<file path="config.mk">
export PLATFORM = sky130hd
export DESIGN_NAME = panel_access_ctrl
export DESIGN_NICKNAME = d
export VERILOG_FILES = /design/src/rtl/panel_access_ctrl.sv
export SDC_FILE = /design/constraint.sdc
export NUM_CORES = 1
export LEC_CHECK = 0
export BUFFER_PORTS_ARGS = -buffer_cell sky130_fd_sc_hd__buf_2
export CAP_MARGIN = 25
export CORE_UTILIZATION = 44
export DETAILED_ROUTE_END_ITERATION = 10
export GPL_TIMING_DRIVEN = 0
export PLACE_DENSITY = 0.81
export SLEW_MARGIN = 25
export SYNTH_ARGS = -nofsm -noshare
export SYNTH_HDL_FRONTEND = slang
export SYNTH_SLANG_ARGS = --single-unit
</file>
<file path="constraint.sdc">
create_clock -name clk -period 1.76 [get_ports clk]
set_clock_uncertainty 0.15 [all_clocks]
set_input_delay 0.352 -clock clk [delete_from_list [all_inputs] [get_ports clk]]
set_output_delay 0.352 -clock clk [all_outputs]
set_load 0.01 [all_outputs]
</file>
<file path="src/rtl/panel_access_ctrl.sv">
module panel_access_ctrl #(
  parameter int SW_W      = 18,
  parameter int DATA_W    = 16,
  parameter int ADDR_W    = 24,
  parameter int MEM_BYTES = 262144
) (
  input  logic              clk,
  input  logic              rst_n,
  input  logic              cpu_stopped,
  input  logic [2:0]        sel_mode,
  input  logic [SW_W-1:0]   addr_sw,
  input  logic [DATA_W-1:0] data_sw,
  input  logic              store_pb,
  input  logic              display_pb,
  input  logic [5:0]        rsp_done,
  input  logic [SW_W-1:0]   rsp_data,
  output logic [5:0]        req_stb,
  output logic              req_we,
  output logic [ADDR_W-1:0] req_addr,
  output logic [3:0]        req_reg,
  output logic [1:0]        req_half,
  output logic [SW_W-1:0]   req_wdata,
  output logic              busy,
  output logic              sel_err,
  output logic [DATA_W-1:0] disp_data,
  output logic [1:0]        disp_par,
  output logic [ADDR_W-1:0] addr_lamp
);
  localparam logic [2:0] M_MEM = 3'd0, M_GPR = 3'd1, M_FPR = 3'd2,
                         M_IC  = 3'd3, M_PSW = 3'd4, M_KEY = 3'd5;

  logic [2:0] tgt_q;
  logic       st_q;

  wire              take   = cpu_stopped && !busy && (store_pb || display_pb);
  wire [ADDR_W-1:0] mem_ea = ADDR_W'({addr_sw[SW_W-1:1], 1'b0});
  wire              mem_ok = 32'(mem_ea) < MEM_BYTES;
  wire              fpr_ok = !addr_sw[7] && !addr_sw[4];
  wire              done   = busy && rsp_done[tgt_q];

  logic bad;
  always_comb begin
    case (sel_mode)
      M_MEM, M_KEY: bad = !mem_ok;
      M_FPR:        bad = !fpr_ok;
      M_GPR, M_IC, M_PSW: bad = 1'b0;
      default:      bad = 1'b1;
    endcase
  end

  always_ff @(posedge clk) begin
    if (!rst_n) begin
      req_stb   <= '0;
      req_we    <= 1'b0;
      req_addr  <= '0;
      req_reg   <= '0;
      req_half  <= '0;
      req_wdata <= '0;
      busy      <= 1'b0;
      sel_err   <= 1'b0;
      tgt_q     <= '0;
      st_q      <= 1'b0;
      disp_data <= '0;
      addr_lamp <= '0;
    end else begin
      req_stb <= '0;
      if (take) begin
        sel_err <= bad;
        if (!bad) begin
          req_stb   <= 6'(1) << sel_mode;
          req_we    <= store_pb;
          st_q      <= store_pb;
          tgt_q     <= sel_mode;
          busy      <= 1'b1;
          req_addr  <= (sel_mode == M_MEM || sel_mode == M_KEY) ? mem_ea : '0;
          req_reg   <= (sel_mode == M_GPR || sel_mode == M_FPR) ? addr_sw[7:4] : '0;
          req_half  <= (sel_mode == M_GPR) ? {1'b0, addr_sw[0]} :
                       (sel_mode == M_FPR || sel_mode == M_PSW) ? addr_sw[1:0] : '0;
          req_wdata <= (sel_mode == M_IC) ? addr_sw : SW_W'(data_sw);
          addr_lamp <= (sel_mode == M_MEM || sel_mode == M_KEY) ? mem_ea : ADDR_W'(addr_sw);
        end
      end
      if (done) begin
        busy      <= 1'b0;
        disp_data <= st_q ? req_wdata[DATA_W-1:0] : rsp_data[DATA_W-1:0];
        if (!st_q && tgt_q == M_IC) addr_lamp <= ADDR_W'(rsp_data);
      end
    end
  end

  assign disp_par = {~^disp_data[DATA_W-1:8], ~^disp_data[7:0]};


  strobe_onehot_chk: assert property (@(posedge clk) disable iff (!rst_n)
    $onehot0(req_stb));

  strobe_single_chk: assert property (@(posedge clk) disable iff (!rst_n)
    (req_stb != '0) |=> (req_stb == '0));

  strobe_stopped_chk: assert property (@(posedge clk) disable iff (!rst_n)
    (req_stb != '0) |-> $past(cpu_stopped && (store_pb || display_pb)));

  mem_range_chk: assert property (@(posedge clk) disable iff (!rst_n)
    (req_stb[0] || req_stb[5]) |-> (req_addr[0] == 1'b0 && 32'(req_addr) < MEM_BYTES));

  fpr_even_chk: assert property (@(posedge clk) disable iff (!rst_n)
    req_stb[2] |-> (!req_reg[3] && !req_reg[0]));

  busy_hold_chk: assert property (@(posedge clk) disable iff (!rst_n)
    (busy && !rsp_done[tgt_q]) |=> busy);
endmodule

</file>
# After elaboration in Yosys (flattened, before gate mapping)
# Index checks and enable logic that the tools add are counted.
[totals]
reg_bits = 100
latch_bits = 0
ram_bits = 0
romBits = 0
inputBits = 66
output_inout_bits = 99
elab_cells = 60
n_memories = 0
[classes]
addsub = 0
mul = 0
n_div = 0
order_cmp = 2
eq_ne = 6
shifts = 1
n_mux = 14
bitwise = 3
reduce_logical = 23
[ops]
columns = ["operator", "count"]
rows = [
  ["two-way mux 24 bit", 4],
  ["two-way mux 18 bit", 2],
  ["less-than comparator 18 x 19 -> 1 bit, second input constant", 1],
  ["two-way mux 16 bit", 1],
  ["XNOR reduction 8 bit", 2],
  ["equality test 3 x 2 -> 1 bit, second input constant", 3],
  ["equality test 3 bit, second input constant", 2],
  ["logical NOT 1 bit", 6],
  ["OR reduction 3 bit", 2],
  ["<< shifter 1 x 3 -> 6 bit, first input constant", 1],
  ["logical AND 1 bit", 5],
  ["logical OR 1 bit", 4],
  ["less-than comparator 3 x 4 -> 1 bit, second input constant", 1],
  ["two-way mux 2 bit", 2],
  ["two-way mux 4 bit", 1],
  ["OR reduction 2 bit", 2],
  ["binary-select mux 1 bit (select 3 bit)", 1],
  ["equality test 3 x 1 -> 1 bit, second input constant", 1],
  ["logical NOT 3 bit", 1],
  ["inverter 1 bit", 3],
  ["one-hot mux 1 bit (3 select lines)", 1],
  ["two-way mux 1 bit", 2],
  ["AND reduction 2 bit", 1],
]

# Longest topological paths before layout
[depth]
depth_word = 8
depth_mapped = 7
ltp_nobuf = 4

# Worst setup path before layout
# OpenSTA, ideal clock, no wires.
[synth_path]
kind = "input-to-reg"
startpoint = "input sel_mode[2]"
endpoint = "register addr_lamp[11]"
setup_time_ns = 0.127
arrival_ns = 1.584
required_ns = 1.483
slack_ns = -0.101
stages = 7
path_buffers = 3
cell_sequence = "buf_2 nand2b_1 a311o_1 buf_6 buf_2 mux2i_1 o2bb2ai_1"
[synth_via]
elab_chain_cells = 7
elab_cells_between_ends = 13
classes_between = "5 x eq/ne; 5 x mux; 3 x reduce/logical"
[synth_rtl]
columns = ["element", "line_no", "source"]
rows = [
  ["from (decl)", "10", "input logic [2:0] sel_mode,"],
  ["equality test 3 x 1 -> 1 bit (tied with other cells)", "43", "case (sel_mode)"],
  ["OR reduction 3 bit / OR reduction 2 bit (equally long branches)", "43", ""],
  ["one-hot mux 1 bit (3 select lines) *", "43", ""],
  ["two-way mux 24 bit *", "69", "if (!bad) begin"],
  ["two-way mux 24 bit *", "67", "if (take) begin"],
  ["two-way mux 24 bit", "86", "if (!st_q && tgt_q == M_IC) addr_lamp <= ADDR_W'(rsp_data);"],
  ["two-way mux 24 bit *", "83", "if (done) begin"],
  ["to (signal assigned)", "80", "addr_lamp <= (sel_mode == M_MEM || sel_mode == M_KEY) ? mem_ea : ADDR_W'(addr_sw);"],
  ["to (signal assigned)", "86", ""],
  ["to (decl)", "27", "output logic [ADDR_W-1:0] addr_lamp"],
]
# Mark *: on every way between the ends. The rest lies on a longest branch, timed or not.
# A chain may end at the register's enable or synchronous reset.

# Worst setup path in the final report
[layout_path]
startpoint = "register disp_data[11]"
endpoint = "output disp_par[1]"
[layout_via]
elab_chain_cells = 1
[layout_rtl]
columns = ["element", "line_no", "source"]
rows = [
  ["from (decl)", "25", "output logic [DATA_W-1:0] disp_data,"],
  ["from (signal assigned)", "85", "disp_data <= st_q ? req_wdata[DATA_W-1:0] : rsp_data[DATA_W-1:0];"],
  ["XNOR reduction 8 bit", "91", "assign disp_par = {~^disp_data[DATA_W-1:8], ~^disp_data[7:0]};"],
  ["to (decl)", "26", "output logic [1:0] disp_par,"],
]
# Every way passes these cells.

==> impl_metrics.json <==
{
  "path_delay_family": "XOR/XNOR gates",
  "synthCells": 435,
  "worstPathRequired_ns": 1.26,
  "grtUsageTotal_pct": 27.4,
  "cell_internal_pwr_mw": 3.42,
  "synth.most_common_cell": "dfxtp_1",
  "path_cells": "xnor2_2 > xnor2_2 > xnor2_1 > buf_2",
  "cts_tree": "yes",
  "grt_max_degree": 19,
  "grt_pass1_wl_um": 20600,
  "path_buf_inv": 1,
  "routabilityCongestion": 0.882,
  "syn_area_per_cell_um2": 9.38,
  "startpoint": "disp_data[11]",
  "hold_path.class": "input port to register",
  "largest_register_ffs": 24,
  "tightest_slew_ns": 0.714,
  "hold_depth": 2,
  "p_sw_share_pct": 29.3,
  "area_growth_pct": 40.4,
  "netlist_area_mm2": 0.00408,
  "r2r_cells": 6,
  "root_buffer": "clkbuf_8",
  "fmax_mhz": 549,
  "synthArstFlopShare_pct": 0,
  "power_density_mw_per_mm2": 846,
  "synth_edf_count": 0,
  "crit_slowest_cell": "dfxtp_2",
  "clk_latency_ns": 0.35,
  "synthFlopType": "dfxtp_1",
  "cts.sinks": 93,
  "drc_errors": 11,
  "power.leakage_nw": 2.76,
  "setup_viol": 7,
  "port_buffers": 155,
  "routedWlPerCell_um": 18.4,
  "path_class": "register to output pin",
  "clock_path_buffers": 2,
  "routed_wl_um": 13600,
  "largest-register": "addr_lamp",
  "die_width_um": 98.3,
  "whs_endpoint": "addr_lamp[16]",
  "vias_per_cell": 5.54,
  "grt-ovfl-total": 0,
  "reg_top3": "addr_lamp (24), req_wdata (18), req_addr (17)",
  "rsz0062_at_grt": "true",
  "timing.slew.headroom_pct": 52.4,
  "violations": "DRC, setup timing",
  "fin_hold_ws_ns": 0.0487,
  "antenna_found_initial": 0,
  "worst_slack_ns": -0.0630,
  "dieArea_mm2": 0.00966,
  "peakVddDrop_v": 0.000410,
  "combPwrFrac_pct": 22.2,
  "finalMaxSlewViolations": 0,
  "drt-initial-drc-count": 169,
  "final_core_util_pct": 64.7,
  "core.rowCount": 34,
  "rr_startpoint": "busy",
  "yosys-top-cells-area": "dfxtp_1 46%, mux2i_1 8.3%, nand2_1 7.8%, o2bb2ai_1 4.1%, a311oi_2 4.0%",
  "grt_pass1_vias": 3979,
  "io_pins": 165,
  "start_util_pct": 46.1,
  "hold_violations": 0,
  "yosys.area.top_type": "dfxtp_1",
  "yosysSeqAreaShare_pct": 45.6,
  "cts_buffers": 9,
  "status": "complete, but fails checks",
  "power_switching_mw": 1.42,
  "cts.clk_slew.worst_paths_ns": 0.09,
  "dp.cells": 704,
  "htree_levels": 3,
  "crit_top_cell": "xnor2_2",
  "clockPowerShare_pct": 30.1,
  "synth.distinct_cells": 40,
  "final_cell_count_no_fill": 739,
  "drtAntennaViolNets": 0,
  "synth_top_area_share_pct": 45.6,
  "r2r_end": "req_wdata[1]",
  "fin_crit_sh_pct": 104,
  "crit_path_end_kind": "output pin",
  "min_from": "rsp_data[16]",
  "yosys-top-cells-count": "93 x dfxtp_1, 85 x nand2_1, 34 x mux2i_1",
  "drive_gt1_share_pct": 44.7,
  "max_cap_violations": 0,
  "worst_path_largest_cell_delay_ns": 0.35,
  "design_power_total_mw": 4.85,
  "cp.arrival_ns": 1.32,
  "seq_power_share_pct": 47.7,
  "synth_warnings": 0,
  "placedInstanceArea_mm2": 0.00506,
  "r2r_slack_ns": -0.03,
  "post-dp-hpwl_um": 9630,
  "worstSetupStartpointType": "register",
  "finalInstanceArea_mm2": 0.00573,
  "drtPass1Iterations": 11,
  "n_antenna_cell": 0,
  "post-route-min-period_ns": 1.82,
  "ys_ff_latch": 93,
  "num-nets-final": 692,
  "die_h_um": 98.3,
  "core_mm2": 0.00885,
  "critPathMaxFanout": 2,
  "via_count": 4091
}
==> through the flow <==
| step | TNS, ns | worst slack [ns] |
|---|---|---|
| global route | -1.71 | -0.144 |
| global placement | -26.05 | -0.460 |
| floorplan | -0.291 | -0.0211 |
| CTS | -0.143 | -0.0738 |
| detailed placement | -29.72 | -0.493 |
| finish | -0.189 | -0.0630 |
==> logic make-up (layout without fill, tap and decap cells) <==
group	after synthesis	in the layout	share of synthesized area, %
AND/OR/NAND/NOR	157	157	16.9
flip-flops	93	93	45.6
AO/OA/AOI/OAI	87	87	18.4
buffers and inverters	44	234	6.13
multiplexers	36	36	9.17
XOR/XNOR	17	17	3.65
other	1	7	0.0919
==> power groups by stage <==
stage	Sequential (mW)	Combinational, mW	Clock [mW]
finish	2.31	1.08	1.46
global route	2.32	1.15	1.57
CTS	2.30	0.957	1.47
detailed placement	2.34	0.904	0
global placement	2.34	0.881	0
floorplan	2.38	0.508	0
==> layer usage <==
| layer | wire length (um) | vias to the layer above | global-route usage, % |
|---|---|---|---|
| met1 | 5410 | 1950 | 33.6 |
| met3 | 1250 | 28 | 6.51 |
| met2 | 6660 | 219 | 47.9 |
| met4 | 298 | 0 | 7.81 |
| met5 | 0 | - | 0 |
| li1 | - | 1894 | - |
==> final cells by class <==
| class | instances | area (um2) |
|---|---|---|
| Buffer | 39 | 323 |
| Inverter | 4 | 15.0 |
| Sequential cell | 93 | 1890 |
| Fill cell | 765 | 3120 |
| Multi-Input combinational cell | 304 | 2200 |
| Clock buffer | 11 | 141 |
| Clock inverter | 5 | 58.8 |
| Timing Repair Buffer | 175 | 967 |
| Tap cell | 108 | 135 |
==> worst max path at each step <==
stage                                to  slack, ns  cells past startpoint
after floorplan            addr_lamp[1]      -0.02                      6
after global placement    addr_lamp[11]      -0.46                      4
after detailed placement   addr_lamp[6]      -0.49                      4
after CTS                   disp_par[1]      -0.07                      4
after global routing        disp_par[0]      -0.14                      4
final                       disp_par[1]      -0.06                      4
==> worst register-to-register path, cell delays in order, from the launching register on <==
cell	delay (ns)
dfxtp_4	0.37
nand2b_4	0.16
a311oi_4	0.38
buf_6	0.22
clkbuf_16	0.17
nor2_2	0.04
a311oi_2	0.21
==> what timing repair did <==
action                                  CTS  global route
resized for setup                        40            43
pin swaps                                11            12
cloned                                    0             2
hold buffers                              0             0
buffers inserted                          9             9
endpoints found under the setup margin   83            60
==> cells in the final DEF (no fill, tap or decap), types with 6 or more instances in the layout <==
cell	Yosys	routed
nand2_1	85	84
a21boi_0	6	6
a311oi_2	11	11
nand3_1	25	24
conb_1	1	7
and2_1	6	6
mux2i_1	34	33
buf_2	5	160
a21oi_1	24	23
clkbuf_8	0	10
o211a_1	16	16
buf_4	13	24
xnor2_2	0	9
o2bb2ai_1	19	18
dfxtp_1	93	76
buf_6	4	11
clkbuf_1	14	8
nor2_1	25	19
dfxtp_2	0	14
nor2_2	1	6
No activity file was read; power rests on OpenSTA's default activity.
